[src/rtl/irq_vector_ctrl.sv]
module irq_vector_ctrl #(
  parameter int NSRC  = 5,
  parameter int VEC_W = 6
) (
  input  logic             clk,
  input  logic             rst_n,
  input  logic [NSRC-2:0]  src_evt_i,
  input  logic             port_pin_i,
  input  logic             en_a_we_i,
  input  logic [NSRC-1:0]  en_a_data_i,
  input  logic             en_b_we_i,
  input  logic [NSRC-1:0]  en_b_data_i,
  input  logic             gie_set_i,
  input  logic             gie_clr_i,
  output logic             irq_req_o,
  output logic [VEC_W-1:0] irq_vec_o,
  input  logic             irq_ack_i,
  input  logic             hold_req_i,
  input  logic             ret_i,
  output logic             hold_o
);
  logic [NSRC-1:0] flag_q, ena_q, enb_q, pend, sel;
  logic [2:0]      pin_q;
  logic            gie_q, hold_q, resume_q, take, ext_fall;

  assign ext_fall  = pin_q[2] & ~pin_q[1];
  assign pend      = flag_q & ena_q & enb_q;
  assign sel       = pend & (~pend + 1'b1);
  assign irq_req_o = gie_q & (|pend);
  assign take      = irq_ack_i & irq_req_o;
  assign hold_o    = hold_q;

  always_comb begin
    irq_vec_o = '0;
    for (int k = NSRC - 1; k >= 0; k--)
      if (pend[k]) irq_vec_o = (k == NSRC - 1) ? VEC_W'(32) : VEC_W'((k + 1) * 4);
  end

  always_ff @(posedge clk or negedge rst_n) begin
    if (!rst_n) begin
      pin_q    <= '1;
      flag_q   <= '0;
      ena_q    <= '0;
      enb_q    <= '0;
      gie_q    <= 1'b0;
      hold_q   <= 1'b0;
      resume_q <= 1'b0;
    end else begin
      pin_q  <= {pin_q[1:0], port_pin_i};
      flag_q <= (flag_q & ~(take ? sel : '0)) | {ext_fall, src_evt_i};
      if (en_a_we_i) ena_q <= en_a_data_i;
      if (en_b_we_i) enb_q <= en_b_data_i;
      if (gie_clr_i || take)           gie_q <= 1'b0;
      else if (gie_set_i || en_a_we_i) gie_q <= 1'b1;
      if (take) begin
        hold_q   <= 1'b0;
        resume_q <= resume_q | hold_q;
      end else if (ret_i && resume_q) begin
        hold_q   <= 1'b1;
        resume_q <= 1'b0;
      end else if (hold_req_i) begin
        hold_q   <= 1'b1;
      end
    end
  end
endmodule

[config.mk]
export PLATFORM = sky130hd
export DESIGN_NAME = irq_vector_ctrl
export DESIGN_NICKNAME = d
export VERILOG_FILES = /design/src/rtl/irq_vector_ctrl.sv
export SDC_FILE = /design/constraint.sdc
export NUM_CORES = 1
export LEC_CHECK = 0
export ABC_CLOCK_PERIOD_IN_PS = 1300
export BUFFER_PORTS_ARGS = -buffer_cell sky130_fd_sc_hd__buf_2
export CORE_MARGIN = 10
export CORE_UTILIZATION = 48
export DETAILED_ROUTE_END_ITERATION = 10
export PLACE_DENSITY = 0.88
export SLEW_MARGIN = 20
export SYNTH_ARGS = -nofsm -noshare
export SYNTH_HDL_FRONTEND = slang
export SYNTH_SLANG_ARGS = --single-unit
[constraint.sdc]
create_clock -name clk -period 1.3 [get_ports clk]
set_input_delay 0.13 -clock clk [delete_from_list [all_inputs] [get_ports clk]]
set_output_delay 0.13 -clock clk [all_outputs]
set_load 0.02 [all_outputs]
Yosys cells after proc, flatten, opt, wreduce, memory -nomap -nowiden:

Index checks and enable logic that the tools add are counted.

* add/subtract/negate cells: 1
* mux-type cells: 13
* bitwise gates (word level): 12
* reduce and logical (&&, ||, !) cells: 7

Operator list (count)
* 6-bit two-way mux: 5
* 5-bit bitwise AND: 4
* 5-bit inverter: 2
* 1-bit two-way mux: 7
* 5-bit by 1-bit adder with 5-bit output, second input constant: 1
* 5-bit two-way mux: 1
* 5-bit bitwise OR: 1
* 5-bit OR reduction: 1
* 2-bit nonzero test: 2
* 1-bit bitwise AND: 3
* 3-bit nonzero test: 1
* 1-bit logical OR: 2
* 1-bit logical AND: 1
* 1-bit inverter: 1
* 1-bit bitwise OR: 1

* flip-flop bits (word level): 21
* input port bits: 24
* word-level logic and storage cells: 40

Logic depth before layout (Yosys ltp):

Gate-level depths: netlist of the first run.

* depth in word-level cells: 9
* gate-level depth with buffers: 4
* gate-level depth less buffers: 4

Worst setup path after synthesis of the first run:

No wires, ideal clock.

* path type: reg-to-output
* start point: register enb_q[1]
* end point: output irq_vec_o[2]
* arrival time: 1.066 ns
* required time: 1.170 ns
* slack: 0.104 ns
* cell stages (with the launch flop): 3
* buffers on the path: 0
* cell sequence: dfrtp_1 > and3_4 > o21ai_0

* cells in the longest elaborated chain, start to end: 3

Ends and longest elaborated chain
* start: declaration: line 22 `logic [NSRC-1:0] flag_q, ena_q, enb_q, pend, sel;`
* start signal: assignment: line 52 `if (en_b_we_i) enb_q <= en_b_data_i;`
* 5-bit bitwise AND: line 27 `assign pend = flag_q & ena_q & enb_q;`
* 6-bit two-way mux (2 in series): line 36 `if (pend[k]) irq_vec_o = (k == NSRC - 1) ? VEC_W'(32) : VEC_W'((k + 1) * 4);`
* end: declaration: line 16 `output logic [VEC_W-1:0] irq_vec_o,`

No other way between the ends.

Worst setup path after layout of the first run:

* start point: register flag_q[1]
* end point: output irq_req_o

* cells in the longest elaborated chain, start to end: 4

Ends and longest elaborated chain
* start: declaration: line 22
* start signal: assignment: line 50 `flag_q <= (flag_q & ~(take ? sel : '0)) | {ext_fall, src_evt_i};`
* 5-bit bitwise AND (2 in series): line 27
* 5-bit OR reduction: line 29 `assign irq_req_o = gie_q & (|pend);`
* 1-bit bitwise AND: line 29
* end: declaration: line 15 `output logic irq_req_o,`

No other way between the ends.

==> results.json, run 1 <==
{
  "postRouteAntennaNets": 0,
  "p_total_mw": 1.54,
  "switching_share": 0.301,
  "finalMaxSlewViolations": 0,
  "endpoint_kind": "output pin",
  "grt_antenna_before_repair": 0,
  "gp_congestion": 0.810,
  "die_x_um": 64.4,
  "layout_setup_ws_ns": -0.246,
  "cts_buffers": 3,
  "r2r_end": "gie_q$_DFFE_PN0P_",
  "required_ns": 1.17,
  "pre_cts_ws_ns": -0.0120,
  "vias_per_cell": 5.23,
  "p_clk_frac": 0.195,
  "critical_path_buf_inv_count": 1,
  "dieArea_mm2": 0.00414,
  "ioPinCount": 32,
  "clock_tree.buffer_depth": 2,
  "path_cells": "nand3_2 -> nand4_1 -> nand2b_4 -> and2_4 -> buf_6",
  "hold_path_class": "in2reg",
  "min_to": "flag_q[3]$_DFF_PN0_",
  "min_period_ns": 1.55,
  "htreeDepth": 1,
  "stdcell_area_mm2": 0.00142,
  "grt_usage": 0.131,
  "final_common_cell": "buf_2",
  "violations": "negative setup slack",
  "drt_pass1_iterations": 4,
  "slowest_stage": "dfrtp_1",
  "clk_latency_ns": 0.30,
  "cp_top_family": "simple AND/OR/NAND/NOR gates",
  "die_y_um": 64.4,
  "netlist_area_um2": 945,
  "min_path_cells": 2,
  "synth_cells": 76,
  "cp.depth": 5,
  "synth_area_per_cell_um2": 12.4,
  "cts_tree": "built",
  "fin_nets": 151,
  "hold_viol": 0,
  "drive_gt1_frac": 0.643,
  "area_growth_pct": 50.2,
  "grt_pass1_vias": 957,
  "wire_per_inst_um": 18.3,
  "holdCritStartpoint": "src_evt_i[3]",
  "crit_path_max_fanout": 3,
  "dp_hpwl_um": 1920,
  "setup_tns_ns": -1.06,
  "worstReg2RegStart": "ena_q[1]$_DFFE_PN0P_",
  "vias": 789,
  "grt_overflow": 0,
  "path_clk_slew_ns": 0.11,
  "rsz0062_at_grt": "yes",
  "fmax_mhz": 647,
  "final_cell_mix": "buf_2, dfrtp_1, buf_4",
  "arrival_ns": 1.42,
  "startpoint": "flag_q[1]$_DFF_PN0_",
  "coreArea_mm2": 0.00180,
  "skew_ns": 0.00911,
  "drt-initial-drc-count": 9,
  "critical-path-max-stage-delay_ns": 0.43,
  "synth_seq_cells": 21,
  "routed_wirelength_um": 2770,
  "fin_util": 0.788,
  "placed_cell_area_mm2": 0.00114,
  "synth_cell_types": 28,
  "setup_viol": 7,
  "power.density_mw_per_mm2": 1090,
  "grt_max_degree": 22,
  "cts-root-buf": "clkbuf_4",
  "diodes": 0,
  "start_util": 0.524,
  "cap_viol_max_count": 0,
  "r2r_slack_ns": -0.10,
  "fin_crit_sh": 1.19,
  "peakVddDrop_mv": 0.886,
  "start_kind": "flop",
  "status": "finished, violations left",
  "yosys_warnings": 0,
  "fill_cells": 113,
  "crit_type": "reg2out",
  "combinationalPowerShare": 0.314,
  "rr_worst_depth": 6,
  "p_switching_uw": 464,
  "cts.sinks": 21,
  "seq_power_share": 0.491,
  "row_count": 15,
  "p_leak_nw": 0.618,
  "synth.yosys.seq_area_share": 0.560,
  "internal_power_mw": 1.08,
  "io_buffer_count": 29,
  "drc": 0,
  "grt_first_pass_wirelength_um": 4270
}
[final cells by class]
type                    count  area [um2]  area share
clock buffers               4        26.3      0.0185
inverters                   1        3.75     0.00265
multi-input cells          52         487       0.343
flip-flops and latches     21         529       0.373
well taps                  25        31.3      0.0220
repair buffers             48         342       0.241
[synth_stat cells, drive strengths merged]
cell    number  area share
a211oi       1      0.0079
a21oi        3       0.016
a31oi        1      0.0066
a41oi        1       0.029
and2         1      0.0066
and3         2       0.024
buf          2       0.016
clkbuf       1      0.0040
conb         1      0.0040
dfrtp       18        0.48
dfstp        3       0.083
inv          1      0.0040
mux2        10        0.12
nand2        4       0.016
nand2b       2       0.021
nand3        6       0.048
nand4        1      0.0066
nor2         7       0.036
nor2b        1      0.0066
nor3         4       0.026
nor4         1      0.0066
o21ai        2       0.011
o22a         1      0.0093
o31ai        2       0.016
[cells by family after synthesis]
group | share of synthesized area
AOI/OAI and AO/OA | 0.0954
muxes | 0.119
and+or+nand+nor | 0.197
DFF | 0.560
other | 0.00397
buffers and inverters | 0.0238
[sequential cells by signal (all words and copies together) (netlist names)]
name	flops
ena_q	5
enb_q	5
flag_q	5
pin_q	3
gie_q	1
hold_o	1
resume_q	1
[worst max-delay path by stage]
| stage | slack (ns) | endpoint |
|---|---|---|
| 6_report | -0.25 | irq_req_o |
| 3_5_place_dp | -0.01 | irq_req_o |
| 2_1_floorplan | 0.10 | irq_vec_o[2] |
| 3_3_place_gp | 0.04 | irq_req_o |
| 5_1_grt | -0.35 | irq_req_o |
| 4_1_cts | -0.26 | irq_req_o |
[power groups by stage]
| stage | clock network, mW | registers (mW) | logic, mW |
|---|---|---|---|
| detailed placement | 0 | 0.765 | 0.320 |
| finish | 0.301 | 0.756 | 0.484 |
| CTS | 0.318 | 0.752 | 0.408 |
| global route | 0.331 | 0.761 | 0.515 |
| global placement | 0 | 0.760 | 0.306 |
| floorplan | 0 | 0.761 | 0.188 |
[metal layers]
metal	wire length (um)	track usage
met1	1120	0.130
met2	1430	0.239
met3	161	0.0418
met4	55	0.0668
met5	0	0
[per-stage QoR]
| step | instances | hold WS, ns |
|---|---|---|
| 6_report | 151 | 0.0161 |
| 2_1_floorplan | 77 | -0.166 |
| 4_1_cts | 147 | 0.00209 |
| 3_5_place_dp | 132 | 0.104 |
| 3_3_place_gp | 132 | 0.101 |
| 5_1_grt | 151 | 0.0166 |
[worst register-to-register path, cell delays in order (launching register included)]
cell and delay, ns:
dfrtp_1 0.40, buf_4 0.14, and3_4 0.15, buf_4 0.14, nor2_4 0.13, a41oi_4 0.16, nor3_2 0.20
[what timing repair did]
item	CTS	global route
resized for setup	17	15
cloned	0	0
hold buffers	3	0
buffers inserted	8	4
setup endpoints to repair	6	11
endpoints found under the hold margin	20	0
pin swaps	7	9
Power figures use the tool's default switching activity.
==> inputs of run 2 (changes only) <==
--- a/config.mk
+++ b/config.mk
@@ -10,7 +10,8 @@
 export CORE_MARGIN = 10
 export CORE_UTILIZATION = 48
 export DETAILED_ROUTE_END_ITERATION = 10
-export PLACE_DENSITY = 0.88
+export PLACE_DENSITY = 0.82
+export RECOVER_POWER = 100
 export SLEW_MARGIN = 20
 export SYNTH_ARGS = -nofsm -noshare
 export SYNTH_HDL_FRONTEND = slang
==> run 2 against run 1 <==
  * The run still ends with negative setup slack left
  * Sequential cell count is the same
  * Setup slack better by 0.022 ns
  * Routed wire length shrank 5.2%
  * Clock-buffer cell count shrank 1
  * Final cell count up 1.3%
  * Global-route usage down 0.69 points
  * Critical endpoint is now irq_vec_o[5]
  * Largest cell class unchanged
==> results.json, run 2 (same netlist as run 1, synthesis figures left out) <==
{
  "status": "finished, violations left",
  "violations": "negative setup slack",
  "p_leak_nw": 0.597,
  "relSlewSlack": 0.660,
  "crit_path_max_fanout": 3,
  "vias_per_cell": 5.23,
  "dp_hpwl_um": 1650,
  "crit_type": "reg2out",
  "skew_ns": 0.0138,
  "fin_util": 0.753,
  "internal_power_mw": 1.05,
  "seqCellArea_um2": 529,
  "fmax_mhz": 656,
  "ioPinCount": 32,
  "diodes": 0,
  "rsz0062_at_grt": "yes",
  "peakVddDrop_mv": 1.07,
  "start_kind": "flop",
  "switching_share": 0.307,
  "hold_viol": 0,
  "grt_pass1_vias": 893,
  "cts_tree": "built",
  "grt_max_degree": 22,
  "clock_tree.buffer_depth": 2,
  "die_x_um": 64.4,
  "endpoint_kind": "output pin",
  "seq_power_share": 0.496,
  "cap_viol_max_count": 0,
  "power.density_mw_per_mm2": 1120,
  "tightest_slew_ns": 0.509,
  "setup_viol": 9,
  "finalMaxSlewViolations": 0,
  "start_util": 0.524,
  "stdcell_area_mm2": 0.00136,
  "required_ns": 1.17,
  "cts-root-buf": "clkbuf_4",
  "largest_registers": "ena_q x5, enb_q x5, flag_q x5",
  "grt_first_pass_wirelength_um": 4110,
  "io_buffer_count": 29,
  "row_count": 15,
  "p_total_mw": 1.51,
  "drc": 0,
  "dieArea_mm2": 0.00414,
  "p_switching_uw": 465,
  "multi_input_area_um2": 434,
  "clk_latency_ns": 0.32,
  "fin_hold_ws_ns": 0.0310,
  "gp_congestion": 0.791,
  "drt_pass1_iterations": 4,
  "p_clk_frac": 0.220,
  "layout_setup_ws_ns": -0.224,
  "drt-initial-drc-count": 28,
  "final_common_cell": "buf_2",
  "drive_gt1_frac": 0.586,
  "cts_buffers": 3,
  "die_y_um": 64.4,
  "grt_antenna_before_repair": 0,
  "fin_nets": 153,
  "arrival_ns": 1.39,
  "combinationalPowerShare": 0.284,
  "htreeDepth": 1,
  "placed_cell_area_mm2": 0.00113,
  "final_cell_mix": "buf_2, dfrtp_1, buf_4",
  "fill_cells": 132,
  "coreArea_mm2": 0.00180,
  "grt_overflow": 0,
  "hold_path_class": "in2reg",
  "wire_per_inst_um": 17.1,
  "cts.sinks": 21,
  "grt_usage": 0.124,
  "path_clk_slew_ns": 0.13,
  "vias": 800,
  "postRouteAntennaNets": 0,
  "min_period_ns": 1.52,
  "routed_wirelength_um": 2620,
  "area_growth_pct": 43.6,
  "fin_crit_sh": 1.17
}
run 2: cell count changes in the layout (fill, tap and decap cells not counted), moves of 2 or more:
cell,change
nor2_4,-2
clkbuf_1,+3
buf_6,-5
buf_2,-2
buf_4,+2
run 2: final timing paths:
check | end | start | slack [ns] | depth (start not counted)
worst max-delay path | irq_vec_o[5] | enb_q[1]$_DFFE_PN0P_ | -0.22 | 5
worst min-delay path | enb_q[2]$_DFFE_PN0P_ | en_b_data_i[2] | 0.03 | 2
worst max register to register | resume_q$_DFFE_PN0P_ | ena_q[0]$_DFFE_PN0P_ | -0.09 | 6
worst min register to register | pin_q[1]$_DFF_PN1_ | pin_q[0]$_DFF_PN1_ | 0.38 | 0
max in group asynchronous | pin_q[2]$_DFF_PN1_ | rst_n | 0.64 | 2
min in group asynchronous | enb_q[2]$_DFFE_PN0P_ | rst_n | 0.29 | 2
run 2: what timing repair did:
| item | in CTS | in global routing |
|---|---|---|
| setup buffers | 13 | 1 |
| pin swaps | 10 | 6 |
| resized for setup | 14 | 6 |
| endpoints found under the hold margin | 21 | 0 |
| setup endpoints to repair | 5 | 10 |
| hold buffers | 4 | 0 |
run 2: stage by stage:
stage               std cells  setup WS (ns)  setup TNS (ns)
floorplan                  77          0.104               0
global placement          131         0.0748               0
detailed placement        131         0.0330               0
CTS                       152         -0.201           -1.03
global route              153         -0.292           -1.64
finish                    153         -0.224           -1.04
run 2: final cells by class:
type                            instances  share of cell area
Inverter                                1             0.00277
Timing Repair Buffer                   50               0.242
Multi-Input combinational cell         52               0.320
Clock inverter                          1             0.00554
Sequential cell                        21               0.390
Tap cell                               25              0.0231
Clock buffer                            3              0.0166
run 2: power by group through the flow:
stage / logic [mW] / clock network (mW) / registers [mW]
after floorplan: 0.188 / 0 / 0.761
after global placement: 0.299 / 0 / 0.761
after detailed placement: 0.308 / 0 / 0.765
after CTS: 0.414 / 0.336 / 0.748
after global routing: 0.465 / 0.372 / 0.758
final: 0.430 / 0.333 / 0.750
run 2: critical path: stages (launching register included):
cell	delay, ns
dfrtp_1	0.42
nand3_2	0.10
nand4_1	0.12
buf_4	0.17
nor2_2	0.12
buf_6	0.14
run 2: routing by layer:
| layer | share of wire | wire length, um | vias to the layer above | global-route usage |
|---|---|---|---|---|
| li1 | - | - | 376 | - |
| met4 | 0.016 | 42 | 0 | 0.0187 |
| met5 | 0 | 0 | - | 0 |
| met1 | 0.36 | 938 | 378 | 0.126 |
| met2 | 0.51 | 1340 | 41 | 0.214 |
| met3 | 0.11 | 299 | 5 | 0.0801 |
==> inputs of run 3 (changes only) <==
--- a/config.mk
+++ b/config.mk
@@ -12,6 +12,7 @@
 export DETAILED_ROUTE_END_ITERATION = 10
 export PLACE_DENSITY = 0.82
 export RECOVER_POWER = 100
+export SETUP_SLACK_MARGIN = 0.15
 export SLEW_MARGIN = 20
 export SYNTH_ARGS = -nofsm -noshare
 export SYNTH_HDL_FRONTEND = slang
==> run 3 against run 2 <==
  * The flow still finishes with violations (negative setup slack)
  * Clock-buffer cell count rose by 1
  * Setup slack got worse by 0.0083 ns
  * Sequential power about the same
  * Global-route usage decreased by 0.12 points
  * Routed wire length increased by 1.3%
  * Sequential share of layout area decreased by 0.18 points
  * Final cell count is 0.65% higher
  * Critical path depth unchanged
  * Clock skew decreased by 0.0065 ns
  * Design area increased by 0.46%
  * Maximum frequency fell by 0.54%
  * Critical path type unchanged
==> results.json, run 3 (same netlist as run 1, synthesis figures left out) <==
{
  "status": "finished, violations left",
  "violations": "negative setup slack",
  "wire_per_inst_um": 17.2,
  "vias": 793,
  "grt_antenna_before_repair": 0,
  "p_leak_nw": 0.603,
  "cap_viol_max_count": 0,
  "placed_cell_area_mm2": 0.00113,
  "combinationalPowerShare": 0.297,
  "area_growth_pct": 44.2,
  "p_switching_uw": 453,
  "postRouteAntennaNets": 0,
  "min_period_ns": 1.53,
  "switching_share": 0.300,
  "hold_path_class": "in2reg",
  "routed_wirelength_um": 2660,
  "cts.sinks": 21,
  "fin_crit_sh": 1.18,
  "gp_congestion": 0.736,
  "dieArea_mm2": 0.00414,
  "min_to": "flag_q[3]$_DFF_PN0_",
  "holdCritStartpoint": "src_evt_i[3]",
  "required_ns": 1.17,
  "skew_ns": 0.00730,
  "htreeDepth": 1,
  "crit_type": "reg2out",
  "r2r_slack_ns": -0.08,
  "row_count": 15,
  "fmax_mhz": 653,
  "seq_power_share": 0.496,
  "grt_pass1_vias": 889,
  "cts-root-buf": "clkbuf_4",
  "vias_per_cell": 5.15,
  "io_buffer_count": 29,
  "start_kind": "flop",
  "layout_setup_ws_ns": -0.232,
  "tightest_slew_ns": 0.518,
  "setup_tns_ns": -1.09,
  "rr_worst_depth": 5,
  "p_total_mw": 1.51,
  "endpoint_kind": "output pin",
  "grt_first_pass_wirelength_um": 4070,
  "rsz0062_at_grt": "yes",
  "relSlewSlack": 0.655,
  "cts_tree": "built",
  "drt-initial-drc-count": 9,
  "r2r_end": "flag_q[1]$_DFF_PN0_",
  "crit_path_max_fanout": 3,
  "die_x_um": 64.4,
  "p_clk_frac": 0.207,
  "drt_pass1_iterations": 4,
  "hold_viol": 0,
  "final_common_cell": "buf_2",
  "min_path_cells": 2,
  "dp_hpwl_um": 1650,
  "setup_viol": 9,
  "final_cell_mix": "buf_2, dfrtp_1, buf_4",
  "start_util": 0.524,
  "finalMaxSlewViolations": 0,
  "grt_overflow": 0,
  "arrival_ns": 1.40,
  "fin_nets": 154,
  "stdcell_area_mm2": 0.00136,
  "drc": 0,
  "coreArea_mm2": 0.00180,
  "die_y_um": 64.4,
  "grt_max_degree": 22,
  "worstReg2RegStart": "enb_q[0]$_DFFE_PN0P_",
  "largest_registers": "ena_q x5, enb_q x5, flag_q x5",
  "internal_power_mw": 1.06,
  "cts_buffers": 3,
  "grt_usage": 0.123,
  "drive_gt1_frac": 0.589,
  "ioPinCount": 32,
  "clk_latency_ns": 0.30,
  "path_clk_slew_ns": 0.12,
  "diodes": 0,
  "power.density_mw_per_mm2": 1110,
  "peakVddDrop_mv": 0.944,
  "clock_tree.buffer_depth": 2
}
run 3: timing repair:
| action | in CTS | in global routing |
|---|---|---|
| endpoints found under the hold margin | 20 | 0 |
| hold buffers | 3 | 0 |
| buffers inserted | 11 | 5 |
| resized for setup | 12 | 8 |
| setup endpoints to repair | 8 | 13 |
| pin swaps | 7 | 7 |
run 3: power groups by stage:
stage                     logic (mW)  clock network (mW)  registers (mW)
final                          0.449               0.313           0.750
after CTS                      0.400               0.311           0.750
after floorplan                0.189                   0           0.761
after detailed placement       0.306                   0           0.766
after global routing           0.483               0.343           0.757
after global placement         0.301                   0           0.761
run 3: critical path: stages (launching register included):
cell and delay, ns:
dfrtp_1 0.41, nand3_2 0.11, nand4_1 0.13, nand2b_4 0.18, and2_4 0.14, buf_6 0.12
run 3: cell type report:
| type | count | area (um2) |
|---|---|---|
| Tap cell | 25 | 31.3 |
| Sequential cell | 21 | 529 |
| Fill cell | 124 | 439 |
| Inverter | 1 | 3.75 |
| Multi-Input combinational cell | 52 | 443 |
| Clock buffer | 4 | 26.3 |
| Timing Repair Buffer | 51 | 329 |
run 3: how the worst max path moves through the flow:
stage | start | to
2_1_floorplan | enb_q[2]$_DFFE_PN0P_ | irq_req_o
3_3_place_gp | enb_q[1]$_DFFE_PN0P_ | flag_q[4]$_DFF_PN0_
3_5_place_dp | enb_q[1]$_DFFE_PN0P_ | flag_q[4]$_DFF_PN0_
4_1_cts | ena_q[0]$_DFFE_PN0P_ | irq_req_o
5_1_grt | enb_q[1]$_DFFE_PN0P_ | irq_req_o
6_report | flag_q[1]$_DFF_PN0_ | irq_req_o
run 3: routing by layer:
layer	track usage	share of wire	vias to the layer above
met4	0.0668	0.035	0
met2	0.197	0.46	35
met1	0.136	0.42	372
li1	-	-	378
met3	0.0505	0.085	8
met5	0	0	-
run 3: stage by stage:
step / worst slack (ns) / hold slack, ns / util / std cells
6_report: -0.232 / 0.0355 / 0.756 / 154
5_1_grt: -0.299 / 0.0408 / 0.756 / 154
4_1_cts: -0.182 / 0.0343 / 0.724 / 149
3_5_place_dp: 0.0169 / 0.108 / 0.626 / 131
3_3_place_gp: 0.0674 / 0.0960 / 0.626 / 131
2_1_floorplan: 0.148 / -0.166 / - / 77
